$ cat config.mk
export PLATFORM = sky130hd
export DESIGN_NAME = modrm_ea_gen
export DESIGN_NICKNAME = d
export VERILOG_FILES = /design/src/rtl/modrm_ea_gen.sv
export SDC_FILE = /design/constraint.sdc
export NUM_CORES = 1
export LEC_CHECK = 0
export BUFFER_PORTS_ARGS = -buffer_cell sky130_fd_sc_hd__buf_2
export CAP_MARGIN = 10
export CORE_ASPECT_RATIO = 1.4
export CORE_MARGIN = 3
export CORE_UTILIZATION = 35
export CTS_BUF_LIST = sky130_fd_sc_hd__clkbuf_8
export DETAILED_ROUTE_END_ITERATION = 12
export SETUP_SLACK_MARGIN = 0.2
export SLEW_MARGIN = 10
export SYNTH_ARGS = -nofsm -noshare
export SYNTH_HDL_FRONTEND = slang
export SYNTH_SLANG_ARGS = --single-unit
$ cat constraint.sdc
create_clock -name clk -period 11.3 [get_ports clk]
set_input_delay 0.565 -clock clk [delete_from_list [all_inputs] [get_ports clk]]
set_output_delay 0.565 -clock clk [all_outputs]
set_load 0.01 [all_outputs]
$ cat src/rtl/modrm_ea_gen.sv
module modrm_ea_gen (
  input  logic        clk,
  input  logic        rst_n,
  input  logic        start,
  input  logic [7:0]  modrm,
  input  logic        wide,
  input  logic        pfx_valid,
  input  logic [7:0]  pfx_byte,
  input  logic        disp_valid,
  input  logic [7:0]  disp_byte,
  input  logic [15:0] bx_val,
  input  logic [15:0] bp_val,
  input  logic [15:0] si_val,
  input  logic [15:0] di_val,
  input  logic [15:0] es_val,
  input  logic [15:0] cs_val,
  input  logic [15:0] ss_val,
  input  logic [15:0] ds_val,
  output logic        busy,
  output logic        done,
  output logic        is_reg,
  output logic [2:0]  reg_field,
  output logic [3:0]  rm_reg_code,
  output logic [15:0] ea,
  output logic [1:0]  seg_sel,
  output logic [19:0] phys
);
  logic [1:0]  mod_q, ovr_sel_q, idx_q, need_q, need_in;
  logic [2:0]  reg_q, rm_q;
  logic        w_q, ovr_q, busy_q, done_q, direct;
  logic [7:0]  lo_q, hi_q;
  logic [15:0] base, disp, segv;

  always_comb begin
    if (modrm[7:6] == 2'b01) need_in = 2'd1;
    else if (modrm[7:6] == 2'b10 || (modrm[7:6] == 2'b00 && modrm[2:0] == 3'b110)) need_in = 2'd2;
    else need_in = 2'd0;
  end

  always_ff @(posedge clk or negedge rst_n) begin
    if (!rst_n) begin
      mod_q <= '0; reg_q <= '0; rm_q <= '0; w_q <= 1'b0;
      ovr_q <= 1'b0; ovr_sel_q <= '0; idx_q <= '0; need_q <= '0;
      lo_q <= '0; hi_q <= '0; busy_q <= 1'b0; done_q <= 1'b0;
    end else begin
      done_q <= 1'b0;
      if (start && !busy_q) begin
        mod_q     <= modrm[7:6];
        reg_q     <= modrm[5:3];
        rm_q      <= modrm[2:0];
        w_q       <= wide;
        ovr_q     <= pfx_valid && pfx_byte[7:5] == 3'b001 && pfx_byte[2:0] == 3'b110;
        ovr_sel_q <= pfx_byte[4:3];
        need_q    <= need_in;
        idx_q     <= '0;
        lo_q      <= '0;
        hi_q      <= '0;
        busy_q    <= need_in != 2'd0;
        done_q    <= need_in == 2'd0;
      end else if (busy_q && disp_valid) begin
        if (idx_q == 2'd0) lo_q <= disp_byte;
        else hi_q <= disp_byte;
        idx_q <= idx_q + 2'd1;
        if (idx_q + 2'd1 == need_q) begin
          busy_q <= 1'b0;
          done_q <= 1'b1;
        end
      end
    end
  end

  assign direct = mod_q == 2'b00 && rm_q == 3'b110;

  always_comb begin
    case (rm_q)
      3'd0: base = bx_val + si_val;
      3'd1: base = bx_val + di_val;
      3'd2: base = bp_val + si_val;
      3'd3: base = bp_val + di_val;
      3'd4: base = si_val;
      3'd5: base = di_val;
      3'd6: base = bp_val;
      default: base = bx_val;
    endcase
    case (mod_q)
      2'b01:   disp = {{8{lo_q[7]}}, lo_q};
      2'b10:   disp = {hi_q, lo_q};
      default: disp = 16'h0000;
    endcase
  end

  assign ea = direct ? {hi_q, lo_q} : base + disp;

  always_comb begin
    if (ovr_q) seg_sel = ovr_sel_q;
    else if (!direct && (rm_q == 3'd2 || rm_q == 3'd3 || rm_q == 3'd6)) seg_sel = 2'd2;
    else seg_sel = 2'd3;
    case (seg_sel)
      2'd0: segv = es_val;
      2'd1: segv = cs_val;
      2'd2: segv = ss_val;
      default: segv = ds_val;
    endcase
  end

  assign phys        = {segv, 4'h0} + {4'h0, ea};
  assign busy        = busy_q;
  assign done        = done_q;
  assign is_reg      = mod_q == 2'b11;
  assign reg_field   = reg_q;
  assign rm_reg_code = {w_q, rm_q};
endmodule

# == Word-level counts from Yosys, hierarchy flattened ==
# Cells that the tools add are included.
# totals
register_bits,34
inputBits,158
output_inout_bits,48
elab_cells,84
# op_classes
add_sub_neg,7
eq_ne,18
muxes,22
n_reduce_logical,25
# ops
cell,count
case mux 16 bit (7 select lines),1
adder 16 bit,5
two-way mux 8 bit,6
case mux 16 bit (3 select lines),1
case mux 16 bit (2 select lines),1
adder 20 x 16 -> 20 bit,1
two-way mux 16 bit,1
"== test 3 bit, second input constant",5
logical NOT 2 bit,5
two-way mux 2 bit,5
"== test 2 bit, second input constant",4
nonzero test 2 bit,4
logical AND 1 bit,7
two-way mux 1 bit,7
"== test 2 x 1 -> 1 bit, second input constant",3
"== test 3 x 1 -> 1 bit, second input constant",2
"== test 3 x 2 -> 1 bit, second input constant",2
AND reduction 2 bit,3
logical NOT 3 bit,1
logical OR 1 bit,3
"adder 2 x 1 -> 2 bit, second input constant",1
== test 2 bit,1
logical NOT 1 bit,2
"inequality test 2 bit, second input constant",1

# == Logic depth before layout (Yosys ltp) ==
# Gate-level depths: netlist (run 1).
# depth
depth_word,9
ltp_mapped,35
mapped_depth_nobuf,32

# == Least setup slack after synthesis (run 1) ==
# No wires, ideal clock.
# synth_path
kind,reg-to-output
from,reg rm_q[1]
to,out phys[16]
arrival_time_ns,6.555
required_time_ns,10.735
path_slack_ns,4.180
stages_incl_launch_ff,28
path_buffers,2
path_cell_list,dfrtp_1 -> buf_2 -> nor2_1 -> and2_1 -> clkbuf_1 -> mux2_2 -> ha_1 -> fa_1 -> a21o_1 -> a21oi_1 -> xor2_1 -> nor2_1 -> a211oi_1 -> a211oi_1 -> ha_1 -> a21o_1 -> a221o_1 -> a221oi_1 -> xor2_1 -> o21ai_0 -> ha_1 -> nor2b_1 -> o21a_1 -> o41ai_1 -> o31ai_2 -> a21o_1 -> a21oi_1 -> xnor2_1
# synth_via
word_cells_on_any_way,22
cone_classes,add/sub: 2; eq/ne: 8; mux: 5; reduce/logical: 7
# synth_lines
element,line_no,text
start: declaration,29,"logic [2:0] reg_q, rm_q;"
start signal: assignment,50,rm_q <= modrm[2:0];
"== test 3 bit, or another cell as far along","72, 75",
case mux 16 bit (7 select lines),75,case (rm_q)
adder 16 bit,92,"assign ea = direct ? {hi_q, lo_q} : base + disp;"
two-way mux 16 bit (*),92,
named net ea[8],24,"output logic [15:0] ea,"
adder 20 x 16 -> 20 bit (*),106,"assign phys = {segv, 4'h0} + {4'h0, ea};"
end: declaration,26,output logic [19:0] phys
# Mark *: on every way through the listed nets, which the timed path passes. The rest lies on a longest branch.

# == Worst setup path in the final report (run 1) ==
# layout_path
from,reg rm_q[2]
to,out phys[17]
# layout_via
elab_chain_len,9
word_cells_on_any_way,22
cone_classes,add/sub: 2; eq/ne: 8; mux: 5; reduce/logical: 7
# layout_lines
element,line_no
branches (longest 8 deep; another with adder 16 bit),-
adder 20 x 16 -> 20 bit (*),106
# Mark *: on every way between the ends.

==> summary.md, run 1 <==
| Metric | Value |
|---|---|
| Outcome | `complete, no violations` |
| Part of the cycle the worst path needs | `78.6%` |
| Inserted Clock Buffers | `5` |
| Die footprint | `19200 um2` |
| Most common cell in the netlist | `nand2_1` |
| Maxcap violations | `0` |
| Setup crit start kind | `register` |
| Initial Util | `36.1%` |
| Worst Tran Pin Value | `approximately 0.96 ns` |
| Hold Vio Cnt, Final | `0` |
| Largest net degree at the start of global routing | `35` |
| CP max FO | `25` |
| Endpoints failing setup | `0` |
| Kind of end point of the critical path | `output port` |
| Worst-skew pair later-pin latency | `around 0.28 ns` |
| Switching Share | `54.7%` |
| P_leak | `3.57 nW` |
| Share of layout cells above drive strength 1 | `about 28%` |
| Finished Cell Area | `7400 um2` |
| Internal | `0.00119 W` |
| Ant. Diodes | `0` |
| Commonest cells in the netlist | `nand2_1, ha_1, a21oi_1` |
| Core footprint | `17000 um2` |
| Syn nets | `between 1k and 1.5k` |
| CTS Root Cell | `clkbuf_8` |
| Clock period minus worst slack | `8.88 ns` |
| CTS Sinks | `34` |
| FP Rows | `56` |
| Vias in the first global route | `6251` |
| CP Class | `register to output port` |
| Multi-input logic area | `5010 um2` |
| IO buf count | `205` |
| Worst reg2reg startpoint | `idx_q[0]` |
| GRT Overall Usage | `19.4%` |
| Worst path max stage delay | `0.75 ns` |
| Synth Cell Area | `6130 um2` |
| Slew HR | `approximately 36%` |
| Hold crit path type | `primary input to asynchronous set/reset pin` |
| EDFF count, synth | `0` |
| Congestion Overflow GR | `0` |
| Clock transition at the registers of the reported paths | `0.07 ns` |
| Unrepaired setup endpoints after global routing | `no` |
| Vias | `6445` |
| CP max stage cell | `and2_1` |
| Antenna-violating nets left | `0` |
| Register area | `851 um2` |
| Final #Nets | `around 1.2k` |
| Async set-reset flop share out of synthesis | `100%` |
| Layout Area Growth over Synthesis | `20.8%` |
| Post-Syn Instances | `around 800` |
| Initial antenna violation count | `0` |
| Routed len/inst | `16.0 um` |
| Reg-to-reg slack, setup | `9.69 ns` |
| Setup TNS | `0 ns` |
| Total routed wirelength | `19.3 mm` |
| Net Sw Power | `0.00143 W` |
| Combinational power share | `86.8%` |
| Sequential power share | `9.8%` |
| Setup Fix Bufs, Post-CTS | `0` |
| H-tree depth | `2` |
| Met1 GRT Util | `a little under a quarter` |
| Synthesis warning total | `0` |
| Worst Path Required | `10.74 ns` |
| Arrival @ worst endpoint | `~8.3 ns` |
| Most frequent cell on the critical path | `a21oi_1` |
| Met3 Resource Use GR | `2.22%` |
| Top_reg_cell synth | `dfrtp_1` |
| Number of distinct library cells after synthesis | `71` |
| Clock share of power | `around 3.4%` |
| Final HPWL DP | `16.2 mm` |
| Global-route wire length before repair | `between 30 and 40 mm` |
| Die width | `about 120 um` |
| Cell taking the most area after synthesis | `dfrtp_1` |
| Post-synthesis register bit count | `34` |
| CTS tree | `yes` |
| GRT busiest layer | `met2` |
| Routability-driven placement congestion ratio | `0.839` |
| Worst vdd rail ir drop | `~0.00025 V` |
| Placed Area | `7310 um2` |
| Sequential share of the synthesized area | `13.9%` |
| TritonRoute pass-1 iters | `5` |
| Setup Skew | `0.00767 ns` |
| Total Power | `approximately 0.0026 W` |
| Die H | `between 150 and 200 um` |
| GR Layer Usage met2 | `37.8%` |
| Power Density | `354 nW/um2` |
| Dominant cells by area after synthesis | `dfrtp_1, ha_1, mux2_2, nand2_1, a21oi_1` |
| Hold-fix buffers, CTS | `0` |
| Slew Viols, Final | `0` |
| FMAX | `roughly 0.11 GHz` |
| Iteration-0 DRC Markers | `384` |
| Via-to-Cell Ratio | `5.33` |
| Synth top area share | `between 10 and 15%` |
| Post-CTS sizing | `0` |
| # fillers | `1839` |
| DR DRC count | `0` |
| Syn Area/Cell | `7.67 um2` |
| Reg2Reg Depth | `5` |
| Clk buf depth | `2` |
| IO Count | `206` |
| Worst r2r dst | `busy` |
[final cells by class]
class	instances	share of cell area, %
multi-input combinational	700	67.7
timing repair buffer	210	14.4
sequential	34	11.5
tap	232	3.92
inverter	25	1.27
clock buffer	6	1.12
clock inverter	2	0.118
[layer usage]
metal / vias to the layer above / routed length (um)
met5: - / 0
met4: 0 / 182
met3: 10 / 953
met2: 187 / 9980
met1: 2958 / 8200
li1: 3290 / -
[state kept, by name, indices dropped and copies added, names as in the netlist, 2 cells and up]
name,count
idx_q,2
lo_q,8
rm_q,3
ovr_sel_q,2
reg_field,3
mod_q,2
hi_q,8
need_q,2
[cells by family (layout without fill, tap and decap cells)]
logic type               Yosys count  after routing  synth area share (%)
AO/OA/AOI/OAI                    249            249                  27.6
adder cells (fa/ha/maj)           66             66                  14.0
buffers and inverters             65            243                  4.35
flip-flops                        34             34                  13.9
XOR/XNOR                          49             49                  7.00
AND/OR/NAND/NOR                  263            263                  20.0
multiplexers                      73             73                  13.2
[metrics by stage]
step	worst slack (ns)	hold WS [ns]	instances	utilization (%)
floorplan	4.18	0.269	799	-
global placement	2.77	0.454	1201	43.1
detailed placement	2.74	0.464	1201	43.1
CTS	2.40	0.381	1209	43.7
global route	1.65	0.418	1209	43.7
finish	2.42	0.357	1209	43.7
[power groups by stage]
stage	Clock (W)	Combinational, W	Sequential, W
6_report	0.0000902	0.00227	0.000256
2_1_floorplan	0	0.00163	0.000222
3_5_place_dp	0	0.00227	0.000260
4_1_cts	0.0000932	0.00229	0.000257
5_1_grt	0.0000980	0.00252	0.000267
3_3_place_gp	0	0.00227	0.000258
[worst max-delay path: cells and delay by family, from the launching register on]
family          cells  cell delay [ns]
xor+xnor            1             0.16
mux                 1             0.41
compound gates     15             2.70
fa+ha+maj           4             1.33
flops               1             0.72
simple gates        8             2.53
buf+inv             1             0.16
[cell usage in the layout (no fill, tap or decap), types with 8 or more instances in the layout]
| master | netlist | routed |
|---|---|---|
| nand3_1 | 12 | 12 |
| a211oi_1 | 29 | 29 |
| o21ai_1 | 9 | 9 |
| mux2_2 | 39 | 39 |
| mux2i_1 | 30 | 30 |
| inv_1 | 25 | 26 |
| nor3_1 | 9 | 9 |
| a21o_1 | 16 | 16 |
| o21a_1 | 8 | 8 |
| a21oi_1 | 60 | 60 |
| nand2_1 | 111 | 111 |
| ha_1 | 62 | 62 |
| o21ai_0 | 40 | 40 |
| nor2_1 | 55 | 55 |
| buf_2 | 3 | 205 |
| a31oi_1 | 12 | 12 |
| a21boi_0 | 10 | 10 |
| xnor2_1 | 27 | 27 |
| and2_1 | 12 | 12 |
| dfrtp_1 | 34 | 34 |
| nand2b_1 | 12 | 12 |
| xor2_1 | 22 | 22 |
| o221ai_1 | 11 | 11 |
| nor2b_1 | 24 | 23 |
[worst max-delay path by stage]
stage | start | endpoint | slack [ns] | cells after the start
after global placement | rm_q[2] | phys[16] | 2.77 | 26
final | rm_q[2] | phys[17] | 2.42 | 30
after detailed placement | rm_q[2] | phys[19] | 2.74 | 30
after CTS | rm_q[2] | phys[16] | 2.40 | 26
after floorplan | rm_q[1] | phys[16] | 4.18 | 27
after global routing | rm_q[2] | phys[17] | 1.65 | 29
No activity file was read; power rests on OpenSTA's default activity.
==> run 2, diff against run 1 <==
- clock period: 11.3 -> 7.6 ns (I/O delays scaled with it)
==> run 2 against run 1 <==
Against the previous run:
- critical path depth is 1 higher
- count of clock-buffer cells in the layout fell by 1
- first-iteration DRC count fell by 15%
- sequential cell count is the same
- non-clock buffer count grew 14
- highest routed layer unchanged
==> summary.md, run 2 (synthesized netlist as in run 1, its figures left out) <==
| Metric | Value |
|---|---|
| Total Power | `0.00411 W (was 0.00262 W)` |
| Hold crit path type | `primary input to asynchronous set/reset pin (unchanged)` |
| Worst vdd rail ir drop | `0.000413 V (was 0.000251 V)` |
| Clk buf depth | `2 (unchanged)` |
| Inserted Clock Buffers | `5 (unchanged)` |
| IO buf count | `205 (unchanged)` |
| FMAX | `0.143 GHz` |
| Die footprint | `19200 um2 (unchanged)` |
| Iteration-0 DRC Markers | `327 (was 384)` |
| Vias | `6467 (was 6445)` |
| GRT busiest layer | `met2 (unchanged)` |
| Placed Area | `7360 um2 (was 7310 um2)` |
| P_leak | `3.66 nW (was 3.57 nW)` |
| Slew HR | `34.1% (was 35.8%)` |
| Final worst slack | `0.600 ns (was 2.42 ns)` |
| GRT Overall Usage | `19.4% (about the same)` |
| Setup TNS | `0 ns (unchanged)` |
| Antenna-violating nets left | `0 (unchanged)` |
| Delay-heaviest family, CP | `compound AO/OA/AOI/OAI gates (unchanged)` |
| Total routed wirelength | `19.6 mm (was 19.3 mm)` |
| Internal | `0.00191 W (was 0.00119 W)` |
| Clock transition at the registers of the reported paths | `0.07 ns (about the same)` |
| Kind of end point of the critical path | `output port (unchanged)` |
| Initial Util | `36.1% (unchanged)` |
| Clock share of power | `3.0% (was 3.4%)` |
| # fillers | `1811 (was 1839)` |
| Slew Viols, Final | `0 (unchanged)` |
| CP max stage cell | `fa_1 (was and2_1)` |
| Layout Area Growth over Synthesis | `25.1% (was 20.8%)` |
| Setup Skew | `0.00641 ns (was 0.00767 ns)` |
| IO Count | `206 (unchanged)` |
| Final HPWL DP | `16.1 mm (was 16.2 mm)` |
| Worst Tran Pin Value | `0.983 ns (was 0.958 ns)` |
| Ant. Diodes | `0 (unchanged)` |
| CTS Sinks | `34 (unchanged)` |
| CTS tree | `yes (unchanged)` |
| Final #Nets | `1214 (was 1200)` |
| Switching Share | `53.6% (was 54.7%)` |
| Die width | `118 um (unchanged)` |
| FP Rows | `56 (unchanged)` |
| Net Sw Power | `0.00220 W (was 0.00143 W)` |
| Unrepaired setup endpoints after global routing | `no (unchanged)` |
| Outcome | `complete, no violations (unchanged)` |
| Sequential power share | `8.5% (was 9.8%)` |
| Arrival @ worst endpoint | `6.62 ns (was 8.31 ns)` |
| Part of the cycle the worst path needs | `92.1%` |
| Met1 GRT Util | `22.5% (was 23.5%)` |
| Initial antenna violation count | `0 (unchanged)` |
| H-tree depth | `2 (unchanged)` |
| Biggest regs | `hi_q: 8 flops, lo_q: 8 flops (unchanged)` |
| Most frequent cell on the critical path | `nor2_1 (was a21oi_1)` |
| TritonRoute pass-1 iters | `4 (was 5)` |
| Clock period minus worst slack | `7.00 ns` |
| Hold Vio Cnt, Final | `0 (unchanged)` |
| Combinational power share | `88.5% (was 86.8%)` |
| Share of layout cells above drive strength 1 | `32.3% (was 28.5%)` |
| Most frequent cells in the layout | `buf_2, nand2_1, ha_1 (unchanged)` |
| Hold-fix buffers, CTS | `0 (unchanged)` |
| Worst path max stage delay | `0.44 ns (was 0.75 ns)` |
| DR DRC count | `0 (unchanged)` |
| Global-route wire length before repair | `31.1 mm (about the same)` |
| Worst-skew pair later-pin latency | `0.28 ns (about the same)` |
| Power Density | `536 nW/um2 (was 354 nW/um2)` |
| Via-to-Cell Ratio | `5.29 (was 5.33)` |
| Worst Path Required | `7.22 ns (was 10.74 ns)` |
| Routability-driven placement congestion ratio | `0.912 (was 0.839)` |
| CP Class | `register to output port (unchanged)` |
| Pre-CTS setup slack | `0.465 ns (was 2.74 ns)` |
| Vias in the first global route | `6385 (was 6251)` |
| Most common cell after layout, fill and taps aside | `buf_2 (unchanged)` |
| Die H | `163 um (unchanged)` |
| Core footprint | `17000 um2 (unchanged)` |
| Final Core Density | `45.2% (was 43.7%)` |
| GR Layer Usage met2 | `37.4% (was 37.8%)` |
| Routed len/inst | `16.0 um (about the same)` |
| Finished Cell Area | `7660 um2 (was 7400 um2)` |
| Critical path buffers and inverters | `2 (was 1)` |
| Maxcap violations | `0 (unchanged)` |
| CP max FO | `8 (was 25)` |
| Endpoints failing setup | `0 (unchanged)` |
| CTS Root Cell | `clkbuf_8 (unchanged)` |
| Met3 Resource Use GR | `3.30% (was 2.22%)` |
| Setup crit start kind | `register (unchanged)` |
| Congestion Overflow GR | `0 (unchanged)` |
| Largest net degree at the start of global routing | `35 (unchanged)` |
[run 2: cell count changes in the layout (fill, tap and decap cells not counted), moves of 4 or more]
cell     previous run  this run
o21ai_1             9        14
ha_1               62        57
buf_4               5        18
a21oi_1            60        54
ha_2                0         4
a21oi_2             0         5
o21ai_0            40        33
[run 2: path summary, 6_finish.rpt]
| check | startpoint | to | slack (ns) | depth (start not counted) |
|---|---|---|---|---|
| worst max-delay path | rm_q[1] | phys[17] | 0.60 | 31 |
| worst min-delay path | rst_n | done | 0.17 | 1 |
| worst max register to register | idx_q[0] | busy | 6.00 | 5 |
| worst min register to register | w_q | w_q | 0.48 | 2 |
| max in group asynchronous | rst_n | rm_q[0] | 6.88 | 1 |
| min in group clk | pfx_byte[7] | ovr_q | 0.26 | 2 |
[run 2: layout make-up]
type	instances	area, um2	area share, %
Multi-Input combinational cell	700	5170	67.5
Timing Repair Buffer	224	1180	15.3
Sequential cell	34	852	11.1
Clock inverter	2	7.51	0.0980
Inverter	25	93.8	1.22
Tap cell	232	290	3.79
Clock buffer	5	68.8	0.898
[run 2: through the flow]
stage / hold WS (ns) / instances
after floorplan: 0.0844 / 799
after global placement: 0.455 / 1207
after detailed placement: 0.466 / 1207
after CTS: 0.196 / 1214
after global routing: 0.233 / 1222
final: 0.174 / 1222
[run 2: power by group through the flow]
| stage | clock network [W] | logic [W] | registers (W) |
|---|---|---|---|
| 2_1_floorplan | 0 | 0.00242 | 0.000330 |
| 3_3_place_gp | 0 | 0.00340 | 0.000349 |
| 3_5_place_dp | 0 | 0.00340 | 0.000352 |
| 4_1_cts | 0.000124 | 0.00343 | 0.000349 |
| 5_1_grt | 0.000134 | 0.00403 | 0.000362 |
| 6_report | 0.000123 | 0.00364 | 0.000349 |
[run 2: routing by layer]
layer,up-vias,share of wire [%]
li1,3307,-
met3,16,5.6
met1,2954,41
met5,-,0
met4,0,1.5
met2,190,51
[run 2: repair_timing]
item / in CTS / in global routing
pin swaps: 0 / 13
buffers inserted: 0 / 8
resized for setup: 3 / 40
endpoints found under the setup margin: 2 / 8
[run 2: worst reg2reg max path, stage by stage, from the launching register on]
cell	delay, ns
dfrtp_1	0.40
inv_1	0.06
ha_1	0.32
xor2_1	0.16
or3_1	0.33
a22o_1	0.23
==> run 3, diff against run 2 <==
- BUFFER_PORTS_ARGS: -buffer_cell sky130_fd_sc_hd__buf_2 -> -buffer_cell sky130_fd_sc_hd__clkbuf_2
- SKIP_LAST_GASP: unset -> 1
==> run 3 against run 2 <==
Against the previous run:
- first-iteration DRC count is 40% lower
- setup slack better by 0.051 ns
- count of clock-buffer cells in the layout stayed put
- register-to-register slack hardly changed
- non-clock buffer count is 3 lower
- total power is 1.4% higher
- critical path depth is 1 higher
- die area stayed put
- global-route usage is 0.13 points lower
- maximum frequency is 0.74% higher
- via count is 0.22% lower
==> summary.md, run 3 (synthesized netlist as in run 1, its figures left out) <==
| Metric | Value |
|---|---|
| Via-to-Cell Ratio | `5.29 (about the same)` |
| Most frequent cells in the layout | `clkbuf_2, nand2_1, nor2_1, a21oi_1, ha_1 (was buf_2, nand2_1, ha_1)` |
| Power Density | `539 nW/um2 (was 536 nW/um2)` |
| IO Count | `206 (unchanged)` |
| P_leak | `3.71 nW (was 3.66 nW)` |
| Clock period minus worst slack | `6.95 ns (was 7.00 ns)` |
| FMAX | `0.144 GHz (was 0.143 GHz)` |
| Unrepaired setup endpoints after global routing | `yes (was no)` |
| Most frequent cell on the critical path | `nor2_1 (unchanged)` |
| Slew HR | `29.6% (was 34.1%)` |
| CTS Sinks | `34 (unchanged)` |
| Biggest regs | `hi_q: 8 flops, lo_q: 8 flops (unchanged)` |
| H-tree depth | `2 (unchanged)` |
| Final #Nets | `1211 (was 1214)` |
| Final HPWL DP | `16.4 mm (was 16.1 mm)` |
| Die H | `163 um (unchanged)` |
| Die width | `118 um (unchanged)` |
| Hold-fix buffers, CTS | `0 (unchanged)` |
| Worst r2r dst | `busy (unchanged)` |
| Setup crit start kind | `register (unchanged)` |
| Vias | `6453 (was 6467)` |
| Setup Skew | `0.00466 ns (was 0.00641 ns)` |
| CTS Root Cell | `clkbuf_8 (unchanged)` |
| Worst-case hold slack | `0.186 ns (was 0.174 ns)` |
| Core footprint | `17000 um2 (unchanged)` |
| TritonRoute pass-1 iters | `7 (was 4)` |
| Initial antenna violation count | `0 (unchanged)` |
| Arrival @ worst endpoint | `6.57 ns (was 6.62 ns)` |
| Final Core Density | `45.6% (was 45.2%)` |
| Layout Area Growth over Synthesis | `26.1% (was 25.1%)` |
| Most common cell after layout, fill and taps aside | `clkbuf_2 (was buf_2)` |
| FP Rows | `56 (unchanged)` |
| Total routed wirelength | `19.6 mm (about the same)` |
| Inserted Clock Buffers | `5 (unchanged)` |
| Placed Cells | `1207 (unchanged)` |
| Ant. Diodes | `0 (unchanged)` |
| Part of the cycle the worst path needs | `91.4% (was 92.1%)` |
| Worst Path Required | `7.22 ns (about the same)` |
| Reg-to-reg slack, setup | `5.99 ns (was 6.00 ns)` |
| Worst path max stage delay | `0.44 ns (about the same)` |
| CP max stage cell | `fa_1 (unchanged)` |
| CP max FO | `8 (unchanged)` |
| Slew Viols, Final | `0 (unchanged)` |
| Outcome | `complete, no violations (unchanged)` |
| Routability-driven placement congestion ratio | `0.848 (was 0.912)` |
| Largest net degree at the start of global routing | `35 (unchanged)` |
| Antenna-violating nets left | `0 (unchanged)` |
| Die footprint | `19200 um2 (unchanged)` |
| Non-filler instance count after layout | `1220 (was 1222)` |
| CTS tree | `yes (unchanged)` |
| Worst vdd rail ir drop | `0.000413 V (about the same)` |
| Worst Tran Pin Value | `1.06 ns (was 0.983 ns)` |
| Kind of end point of the critical path | `output port (unchanged)` |
| GRT Overall Usage | `19.3% (was 19.4%)` |
| Setup TNS | `0 ns (unchanged)` |
| Routed len/inst | `16.1 um (was 16.0 um)` |
| DR DRC count | `0 (unchanged)` |
| Initial Util | `36.1% (unchanged)` |
| Clk buf depth | `2 (unchanged)` |
| Clock transition at the registers of the reported paths | `0.07 ns (about the same)` |
| Worst-skew pair later-pin latency | `0.29 ns (was 0.28 ns)` |
| Reg2Reg Depth | `5 (unchanged)` |
| Global-route wire length before repair | `30.8 mm (was 31.1 mm)` |
| Share of layout cells above drive strength 1 | `32.6% (was 32.3%)` |
| IO buf count | `205 (unchanged)` |
| CP Class | `register to output port (unchanged)` |
| Maxcap violations | `0 (unchanged)` |
| Vias in the first global route | `6337 (was 6385)` |
| Iteration-0 DRC Markers | `195 (was 327)` |
| Hold crit path type | `primary input to asynchronous set/reset pin (unchanged)` |
| Worst reg2reg startpoint | `idx_q[0] (unchanged)` |
| Congestion Overflow GR | `0 (unchanged)` |
| Endpoints failing setup | `0 (unchanged)` |
| Hold Vio Cnt, Final | `0 (unchanged)` |
run 3: cell count changes in the layout (fill, tap and decap cells not counted), sizes merged:
cell    before  now
buf        224   16
bufinv       0    1
clkbuf       5  210
clkinv       0    2
inv         27   25
run 3: what timing repair did:
item,CTS,global route
hold endpoints to repair,0,0
pin swaps,0,8
resized for setup,6,42
endpoints found under the setup margin,3,7
setup buffers,0,5
run 3: worst max path at each step:
| stage | end | slack [ns] | start |
|---|---|---|---|
| CTS | phys[17] | 0.20 | rm_q[1] |
| global placement | phys[17] | 0.30 | rm_q[1] |
| floorplan | phys[16] | 0.66 | rm_q[1] |
| finish | phys[17] | 0.65 | rm_q[1] |
| global route | phys[17] | 0.17 | rm_q[2] |
| detailed placement | phys[17] | 0.31 | rm_q[1] |
run 3: layer usage:
| layer | GRT usage, % | part of all wire, % | up-vias |
|---|---|---|---|
| met4 | 3.63 | 0.88 | 0 |
| met5 | 0 | 0 | - |
| met2 | 37.6 | 52 | 181 |
| met1 | 22.1 | 42 | 2954 |
| li1 | - | - | 3308 |
| met3 | 3.30 | 5.4 | 10 |
run 3: power breakdown:
part           internal (W)  switching [W]
clock             0.0000965      0.0000673
sequential         0.000265       0.000105
combinational       0.00158        0.00205
total               0.00194        0.00223
run 3: critical path: cells and delay by family, from the launching register on:
family,cells,cell delay (ns)
xor gates and xnor gates,2,0.34
DFF,1,0.39
and+or+nand+nor,7,0.89
AOI/OAI and AO/OA,15,2.50
muxes,1,0.33
buffers and inverters,3,0.47
adders and majority gates,4,1.36
run 3: through the flow:
step	total power [W]	area [um2]	worst slack (ns)
after floorplan	0.00275	6130	0.665
after global placement	0.00376	7360	0.297
after detailed placement	0.00376	7360	0.309
after CTS	0.00397	7490	0.200
after global routing	0.00458	7720	0.166
final	0.00417	7720	0.651
run 3: layout make-up:
type	instances	area [um2]
Fill cell	1804	9230
Multi-Input combinational cell	700	5220
Timing Repair Buffer	221	1160
Sequential cell	34	851
Tap cell	232	290
Inverter	25	93.8
Clock buffer	5	68.8
Clock inverter	3	40.0
